--- config.mk ---
export PLATFORM = sky130hd
export DESIGN_NAME = addr_latch_bank
export DESIGN_NICKNAME = d
export VERILOG_FILES = /design/src/rtl/alb_pkg.sv /design/src/rtl/alb_mode_decode.sv /design/src/rtl/alb_addr_decode.sv /design/src/rtl/alb_store.sv /design/src/rtl/alb_out_mux.sv /design/src/rtl/addr_latch_bank.sv
export SDC_FILE = /design/constraint.sdc
export NUM_CORES = 1
export LEC_CHECK = 0
export ABC_AREA = 0
export BUFFER_PORTS_ARGS = -buffer_cell sky130_fd_sc_hd__buf_2
export CORE_UTILIZATION = 30
export CTS_CLUSTER_SIZE = 8
export DETAILED_ROUTE_END_ITERATION = 10
export GPL_TIMING_DRIVEN = 0
export PLACE_DENSITY = 0.6
export SLEW_MARGIN = 10
export SYNTH_ARGS = -nofsm -noshare
export SYNTH_HDL_FRONTEND = slang
export SYNTH_SLANG_ARGS = --single-unit
--- constraint.sdc ---
create_clock -name clk -period 1.46 [get_ports clk]
set_clock_uncertainty 0.15 [all_clocks]
set_input_delay 0.073 -clock clk [delete_from_list [all_inputs] [get_ports clk]]
set_output_delay 0.073 -clock clk [all_outputs]
set_load 0.005 [all_outputs]
--- src/rtl/alb_pkg.sv ---
package alb_pkg;

  typedef enum logic [1:0] {
    MODE_WRITE = 2'd0,
    MODE_HOLD  = 2'd1,
    MODE_STEER = 2'd2,
    MODE_WIPE  = 2'd3
  } bank_mode_e;

  // en_n / clr_n pair -> operating mode
  function automatic bank_mode_e decode_mode(input logic en_n, input logic clr_n);
    bank_mode_e m;
    case ({en_n, clr_n})
      2'b01:   m = MODE_WRITE;
      2'b11:   m = MODE_HOLD;
      2'b00:   m = MODE_STEER;
      default: m = MODE_WIPE;
    endcase
    return m;
  endfunction

endpackage

--- src/rtl/alb_mode_decode.sv ---
module alb_mode_decode
  import alb_pkg::*;
(
  input  logic       en_n,
  input  logic       clr_n,
  output bank_mode_e mode,
  output logic       wr_mode,
  output logic       hold_mode,
  output logic       steer_mode,
  output logic       wipe_mode
);
  always_comb begin
    mode       = decode_mode(en_n, clr_n);
    wr_mode    = (mode == MODE_WRITE);
    hold_mode  = (mode == MODE_HOLD);
    steer_mode = (mode == MODE_STEER);
    wipe_mode  = (mode == MODE_WIPE);
  end
endmodule

--- src/rtl/alb_addr_decode.sv ---
module alb_addr_decode #(
  parameter int ADDR_W   = 3,
  parameter int NUM_BITS = 1 << ADDR_W
) (
  input  logic [ADDR_W-1:0]   addr,
  output logic [NUM_BITS-1:0] sel
);
  for (genvar i = 0; i < NUM_BITS; i++) begin : g_sel
    assign sel[i] = (addr == ADDR_W'(i));
  end
endmodule

--- src/rtl/alb_store.sv ---
module alb_store #(
  parameter int NUM_BITS = 8
) (
  input  logic                clk,
  input  logic                rst_n,
  input  logic                wipe,
  input  logic                wr_en,
  input  logic [NUM_BITS-1:0] sel,
  input  logic                din,
  output logic [NUM_BITS-1:0] stored
);
  for (genvar i = 0; i < NUM_BITS; i++) begin : g_cell
    always_ff @(posedge clk or negedge rst_n) begin
      if (!rst_n)                stored[i] <= 1'b0;
      else if (wipe)             stored[i] <= 1'b0;
      else if (wr_en && sel[i])  stored[i] <= din;
    end
  end
endmodule

--- src/rtl/alb_out_mux.sv ---
module alb_out_mux
  import alb_pkg::*;
#(
  parameter int NUM_BITS = 8
) (
  input  bank_mode_e          mode,
  input  logic [NUM_BITS-1:0] sel,
  input  logic                din,
  input  logic [NUM_BITS-1:0] stored,
  output logic [NUM_BITS-1:0] q
);
  for (genvar i = 0; i < NUM_BITS; i++) begin : g_out
    always_comb begin
      case (mode)
        MODE_WRITE: q[i] = sel[i] ? din : stored[i];
        MODE_HOLD:  q[i] = stored[i];
        MODE_STEER: q[i] = sel[i] & din;
        default:    q[i] = 1'b0;
      endcase
    end
  end
endmodule

--- src/rtl/addr_latch_bank.sv ---
module addr_latch_bank
  import alb_pkg::*;
#(
  parameter int ADDR_W   = 3,
  localparam int NUM_BITS = 1 << ADDR_W
) (
  input  logic                clk,
  input  logic                rst_n,
  input  logic [ADDR_W-1:0]   sel_addr,
  input  logic                din,
  input  logic                en_n,
  input  logic                clr_n,
  output logic [NUM_BITS-1:0] q
);
  bank_mode_e          mode;
  logic                wr_mode, hold_mode, steer_mode, wipe_mode;
  logic                wipe_evt;
  logic [NUM_BITS-1:0] sel;
  logic [NUM_BITS-1:0] stored;

  assign wipe_evt = steer_mode | wipe_mode;

  alb_mode_decode u_mode (
    .en_n(en_n), .clr_n(clr_n), .mode(mode),
    .wr_mode(wr_mode), .hold_mode(hold_mode),
    .steer_mode(steer_mode), .wipe_mode(wipe_mode)
  );

  alb_addr_decode #(.ADDR_W(ADDR_W), .NUM_BITS(NUM_BITS)) u_dec (
    .addr(sel_addr), .sel(sel)
  );

  alb_store #(.NUM_BITS(NUM_BITS)) u_store (
    .clk(clk), .rst_n(rst_n), .wipe(wipe_evt), .wr_en(wr_mode),
    .sel(sel), .din(din), .stored(stored)
  );

  alb_out_mux #(.NUM_BITS(NUM_BITS)) u_mux (
    .mode(mode), .sel(sel), .din(din), .stored(stored), .q(q)
  );
endmodule

# After elaboration in Yosys (flattened, before gate mapping)
# Cells that the tools add are included.
# totals
register_bits	8
word_cells	81
input_bits	8
out_inout_bits	8
# op_classes
n_mux	33
reduce_logical	19
n_bitwise	9
n_eq_ne	12
# ops
op	count
$mux W1	24
$pmux W1 S3	8
$reduce_bool A2 Y1	8
$eq A3 B3 Y1 const B	4
$and A1 B1 Y1	8
$logic_and A1 B1 Y1	8
$eq A2 B2 Y1 const B	3
$eq A3 B2 Y1 const B	2
$pmux W2 S3	1
$eq A2 B1 Y1 const B	2
$logic_not A2 Y1	2
$eq A3 B1 Y1 const B	1
$logic_not A3 Y1	1
$or A1 B1 Y1	1

# Depth between registers and ports, before layout
# Gate-level depths: netlist of run 1.
# depth
ltp_word	6
mapped_depth	3

# Cells and area by module
# From an unflattened synthesis of run 1, not the netlist that was laid out.
# hier_totals
hier_cells	75
hier_area_um2	715.7
# modules_own_cells
mod	area_per_inst_um2	instances	cells_each
alb_store	390.4	1	36
alb_out_mux	220.2	1	24
alb_addr_decode	65.1	1	8
alb_mode_decode	33.8	1	6
addr_latch_bank	6.3	1	1

# Worst setup path before layout of run 1
# No wires, ideal clock.
# synth_timing
kind	input -> output
start	in en_n
end	out q[1]
slack_ps	563
arrival_ps	674
n_path_buf	0
cell_stages	2
cell_sequence	nor4b_2 -> mux2i_1
# synth_via
elab_chain_cells	4
word_cells_on_any_way	8
classes_between	eq/ne: 4; mux: 2; reduce/logical: 2
# synth_rtl
element	line_no	source
start, declared	addr_latch_bank.sv:11	input logic en_n,
$eq A2 B2 Y1, or another cell as far along	alb_pkg.sv:13	case ({en_n, clr_n})
$pmux W2 S3 (*)	alb_pkg.sv:13	
$eq A2 B2 Y1, or another cell as far along	alb_out_mux.sv:14	case (mode)
$pmux W1 S3 (*)	alb_out_mux.sv:14	
end, declared	addr_latch_bank.sv:13	output logic [NUM_BITS-1:0] q
# Mark *: on every way between the ends. The rest lies on a longest branch, timed or not.

# Worst setup path in the final report of run 1
# layout_timing
start	in en_n
end	out q[4]
# The elaborated chain is that of the path after synthesis.

==> results of run 1 <==
## critical path: cells and delay by family
| kind | cells | cell delay [ps] |
|---|---|---|
| AND/OR/NAND/NOR | 1 | 410 |
| buffers and inverters | 2 | 290 |
| multiplexers | 1 | 230 |
## cells by family after synthesis
group	after synthesis	share of synthesized area (%)
flops	8	39.5
mux	16	31.6
buf+inv	2	1.73
simple gates	17	27.2
## cell usage in the layout, fill, tap and decap left out, drive strengths merged
cell	instances
and4bb	3
nand2	9
buf	14
clkbuf	4
dlygate4sd3	1
nor4	1
inv	1
dfrtp	8
mux2i	16
nand4b	1
nor4b	3
## report_power, final
part | internal (µW) | switching (µW)
clock | 94.3 | 79.0
sequential | 226 | 1.15
combinational | 29.9 | 41.5
total | 351 | 122
## through the flow
step	hold slack, ps	worst slack (ps)	instance area, µm²	cells
2_1_floorplan	-373	563	507	43
3_3_place_gp	-221	246	597	73
3_5_place_dp	-221	235	597	73
4_1_cts	29.0	235	629	77
5_1_grt	53.8	181	629	77
6_report	35.8	240	629	77
## synthesized netlist by cell type
cell type,count,area (µm²)
and4bb_1,3,37.5
nand4b_1,1,8.76
nand2_1,9,33.8
nor4b_2,3,45.0
nor4_2,1,12.5
inv_1,1,3.75
mux2i_1,16,160
clkbuf_2,1,5.00
dfrtp_1,8,200
## metal layers
| layer | wire length, µm | share of wire, % | global-route usage (%) |
|---|---|---|---|
| met4 | 11 | 1.0 | 7.27 |
| met5 | 0 | 0 | 0 |
| met3 | 59 | 5.5 | 5.11 |
| met2 | 466 | 44 | 17.3 |
| met1 | 533 | 50 | 18.8 |
## worst max path at each step
stage / startpoint / end / depth (start not counted)
2_1_floorplan: en_n / q[1] / 2
3_3_place_gp: en_n / q[4] / 4
3_5_place_dp: en_n / q[4] / 4
4_1_cts: en_n / q[4] / 4
5_1_grt: en_n / q[1] / 4
6_report: en_n / q[4] / 4
## area by class of cell
class                           count  share of cell area, %
Multi-Input combinational cell     33                   47.3
Timing Repair Buffer               15                   12.7
Inverter                            1                  0.596
Clock buffer                        3                   3.58
Buffer                              1                  0.795
Sequential cell                     8                   31.8
Tap cell                           16                   3.18
==> impl_metrics.py, run 1 <==
metrics = {
    "cts": {
        "numCtsBuffers": 3,
        "clock-root-buffer": "clkbuf_4",
        "cts.sinks": 8,
        "cts.clk_slew.worst_paths_ps": 60,
        "clk-insertion-delay-late_ps": 260,
        "cts_hold_buf": 1,
        "postCtsSetupRepairBufs": 0,
        "clockBufferDepth": 2,
        "cts_tree": "yes",
        "h-tree-depth": 1,
        "ctsResizeCount": 0,
    },
    "synth": {
        "ys_warn_count": 0,
        "syn_area_um2": 507,
        "netlist_instances": 43,
        "synth-seq-cells": 8,
        "ys_types": 9,
        "synth-seq-area-share_pct": 39.5,
        "syn_nets": 51,
        "synth.avg_cell_area_um2": 11.8,
    },
    "timing": {
        "tns_ps": 0,
        "worst_pin_slew_ps": 367,
        "rsz0062_at_grt": "no",
        "fmax_ghz": 0.819,
        "setup_viol": 0,
        "fin_crit_sh_pct": 83.6,
        "hold_viol": 0,
        "relSlewSlack_pct": 75.5,
        "period_needed_ps": 1220,
        "drv_slew": 0,
    },
    "final_layout": {
        "reg_top3": "u_store.stored x8",
        "num_antenna_cells": 0,
        "drive_gt1_share_pct": 36.1,
        "multiInputGateArea_um2": 298,
        "nNetsFinal": 71,
        "fill_cells": 156,
        "postLayoutCoreUtil_pct": 40.8,
        "area_delta_synth_final_pct": 24.2,
        "top_register": "u_store.stored",
        "largest_reg_flops": 8,
        "ff_latch_area_um2": 200,
    },
    "setup_path": {
        "r2r_start": "u_store.stored[7]",
        "cp-start-kind": "input port",
        "required_ps": 1240,
        "cpPeakStageDelay_ps": 410,
        "end_kind": "output pin",
        "path_max_fanout": 8,
        "r2r_slack_ps": 670,
        "timing.rr.end": "u_store.stored[7]",
        "cp_data_arrival_time_ps": 1000,
        "crit_type": "input port to output pin",
        "crit_chain": "buf_2 > nor4b_2 > mux2i_1 > buf_2",
        "crit_slowest_cell": "nor4b_2",
        "reg2regPathDepth": 2,
        "cp_common_cell": "buf_2",
    },
    "floorplan": {
        "start_util_pct": 32.9,
        "die_x_um": 43.1,
        "core_area_mm2": 0.00154,
        "rows": 14,
        "die_height_um": 43.1,
        "dieArea_mm2": 0.00186,
        "io_pins": 16,
    },
    "global_routing": {
        "grt_pass1_vias": 374,
        "grtUsageTotal_pct": 13.4,
        "grt_pass1_wl_um": 1750,
        "antenna_found_initial": 0,
        "grt_max_degree": 10,
        "overflow": 0,
    },
    "drt": {
        "drc": 0,
        "drtAntennaViolNets": 0,
        "vias_per_cell": 5.31,
        "drt_wl_total_um": 1070,
        "route.vias.total": 409,
        "first_pass_iters": 4,
        "drt_iter0_drc": 8,
        "wire_per_inst_um": 13.9,
    },
    "place": {
        "place_congestion": 0.654,
        "portBuffers": 14,
        "dpl.hpwl_um": 727,
    },
    "status": {
        "status": "completed",
    },
    "power": {
        "power_density_mw_per_mm2": 751,
        "total_power_uw": 472,
        "max-vdd-ir-drop_mv": 0.582,
        "leakagePower_uw": 0.000301,
    },
    "run": {
        "maxCapViolations": 0,
    },
    "hold_path": {
        "holdCritPathClass": "input port to asynchronous set/reset pin",
    },
}
(Power assumes the default switching activity.)
==> run 2: changes to the inputs <==
--- a/config.mk
+++ b/config.mk
@@ -11,7 +11,7 @@
 export CTS_CLUSTER_SIZE = 8
 export DETAILED_ROUTE_END_ITERATION = 10
 export GPL_TIMING_DRIVEN = 0
-export PLACE_DENSITY = 0.6
+export PLACE_DENSITY = 0.62
 export SLEW_MARGIN = 10
 export SYNTH_ARGS = -nofsm -noshare
 export SYNTH_HDL_FRONTEND = slang
==> constraint.sdc (replaced) <==
create_clock -name clk -period 1.1 [get_ports clk]
set_clock_uncertainty 0.15 [all_clocks]
set_input_delay 0.055 -clock clk [delete_from_list [all_inputs] [get_ports clk]]
set_output_delay 0.055 -clock clk [all_outputs]
set_load 0.005 [all_outputs]
==> impl_metrics.py, run 2 (synthesized netlist as in run 1, its figures left out) <==
metrics = {
    "setup_path": {
        "critPathTopFamily": "flip-flops",
        "reg2regPathDepth": 4,
        "crit_slowest_cell": "dfrtp_1",
        "cp.depth": 3,
        "path_max_fanout": 2,
        "crit_chain": "nand2_1 > mux2i_1 > buf_2",
        "cpPeakStageDelay_ps": 320,
        "crit_type": "register to output pin",
        "cp_data_arrival_time_ps": 920,
        "cp-start-kind": "register",
        "end_kind": "output pin",
        "required_ps": 890,
        "path_buf_inv": 1,
    },
    "global_routing": {
        "grt_pass1_wl_um": 1990,
        "grt_max_degree": 10,
        "overflow": 0,
        "grt_pass1_vias": 462,
        "grtUsageTotal_pct": 15.4,
        "antenna_found_initial": 0,
    },
    "floorplan": {
        "start_util_pct": 32.9,
        "core_area_mm2": 0.00154,
        "die_height_um": 43.1,
        "dieArea_mm2": 0.00186,
        "io_pins": 16,
        "die_x_um": 43.1,
        "rows": 14,
    },
    "timing": {
        "relSlewSlack_pct": 81.3,
        "fmax_ghz": 0.889,
        "setup_viol": 4,
        "rsz0062_at_grt": "yes",
        "setup_ws_ps": -24.9,
        "worst_pin_slew_ps": 280,
        "period_needed_ps": 1120,
        "hold_viol": 0,
        "drv_slew": 0,
        "fin_crit_sh_pct": 102,
    },
    "status": {
        "failed_checks": "setup timing",
        "status": "complete, but fails checks",
    },
    "final_layout": {
        "most-common-layout-cells": "16 x mux2i_1, 12 x buf_2, 12 x buf_4, 8 x nand2_1, 8 x dfrtp_1",
        "top_register": "u_store.stored",
        "fill_cells": 152,
        "nNetsFinal": 82,
        "area_delta_synth_final_pct": 48.9,
        "postLayoutCoreUtil_pct": 48.9,
        "final_common_cell": "mux2i_1",
        "largest_reg_flops": 8,
        "num_antenna_cells": 0,
        "drive_gt1_share_pct": 47.2,
        "reg_top3": "u_store.stored x8",
    },
    "place": {
        "dpl.hpwl_um": 749,
        "portBuffers": 14,
        "pre_cts_slack_ps": -83.7,
        "place_congestion": 0.664,
    },
    "drt": {
        "vias_per_cell": 5.03,
        "drt_iter0_drc": 6,
        "wire_per_inst_um": 13.1,
        "route.vias.total": 443,
        "first_pass_iters": 4,
        "drtAntennaViolNets": 0,
        "drt_wl_total_um": 1150,
        "drc": 0,
    },
    "power": {
        "leakagePower_uw": 0.000371,
        "max-vdd-ir-drop_mv": 0.452,
        "total_power_uw": 650,
        "power_density_mw_per_mm2": 861,
    },
    "cts": {
        "clk-insertion-delay-late_ps": 250,
        "clock-root-buffer": "clkbuf_4",
        "cts.clk_slew.worst_paths_ps": 60,
        "numCtsBuffers": 3,
        "cts.sinks": 8,
        "cts_tree": "yes",
        "h-tree-depth": 1,
        "clockBufferDepth": 2,
    },
    "hold_path": {
        "holdCritPathClass": "input port to asynchronous set/reset pin",
    },
    "run": {
        "maxCapViolations": 0,
    },
}
==> run 2: cell types whose count changed in the layout (fill, tap and decap cells not counted), sizes merged <==
cell,change
buf,+10
clkbuf,+1
==> run 2: layout make-up <==
| type | instances | area [µm²] | share of cell area [%] |
|---|---|---|---|
| multi-input cells | 33 | 335 | 44.4 |
| well taps | 16 | 20.0 | 2.65 |
| flip-flops and latches | 8 | 200 | 26.5 |
| repair buffers | 26 | 168 | 22.2 |
| clock buffers | 3 | 22.5 | 2.99 |
| inverters | 1 | 3.75 | 0.498 |
| plain buffers | 1 | 5.00 | 0.663 |
==> run 2: worst paths after layout <==
check	start	to	slack [ps]
worst min register to register	u_store.stored[3]	u_store.stored[3]	400
max in group asynchronous	rst_n	u_store.stored[2]	600
min in group clk	clr_n	u_store.stored[3]	40
worst max register to register	u_store.stored[0]	u_store.stored[0]	110
worst min-delay path	rst_n	u_store.stored[7]	20
worst max-delay path	u_store.stored[7]	q[7]	-20
==> run 2: repair_timing <==
item                                    in CTS  in global routing
hold endpoints to repair                     8                  0
buffers inserted                             8                  3
pin swaps                                    4                  0
gates resized for setup                      5                  2
endpoints found under the setup margin       8                  8
hold buffers                                 1                  0
==> run 2: power breakdown <==
part | switching [µW] | leakage, µW | total (µW) | internal, µW
clock | 102 | 0.0000138 | 227 | 125
sequential | 1.90 | 0.000111 | 302 | 301
combinational | 65.6 | 0.000247 | 121 | 54.9
==> run 2: routing by layer <==
layer	global-route usage (%)	up-vias	wire, µm
met4	9.09	0	23
met3	6.38	4	77
met1	17.0	205	486
met5	0	-	0
met2	24.5	15	566
li1	-	219	-
==> run 2: stage by stage <==
| stage | instance area, µm² | instances | TNS [ps] | hold WS [ps] |
|---|---|---|---|---|
| 3_5_place_dp | 597 | 73 | -261 | -234 |
| 3_3_place_gp | 597 | 73 | -213 | -238 |
| 2_1_floorplan | 507 | 43 | 0 | -391 |
| 4_1_cts | 727 | 85 | -106 | 19.1 |
| 5_1_grt | 754 | 88 | -623 | 41.8 |
| 6_report | 754 | 88 | -52.7 | 24.3 |
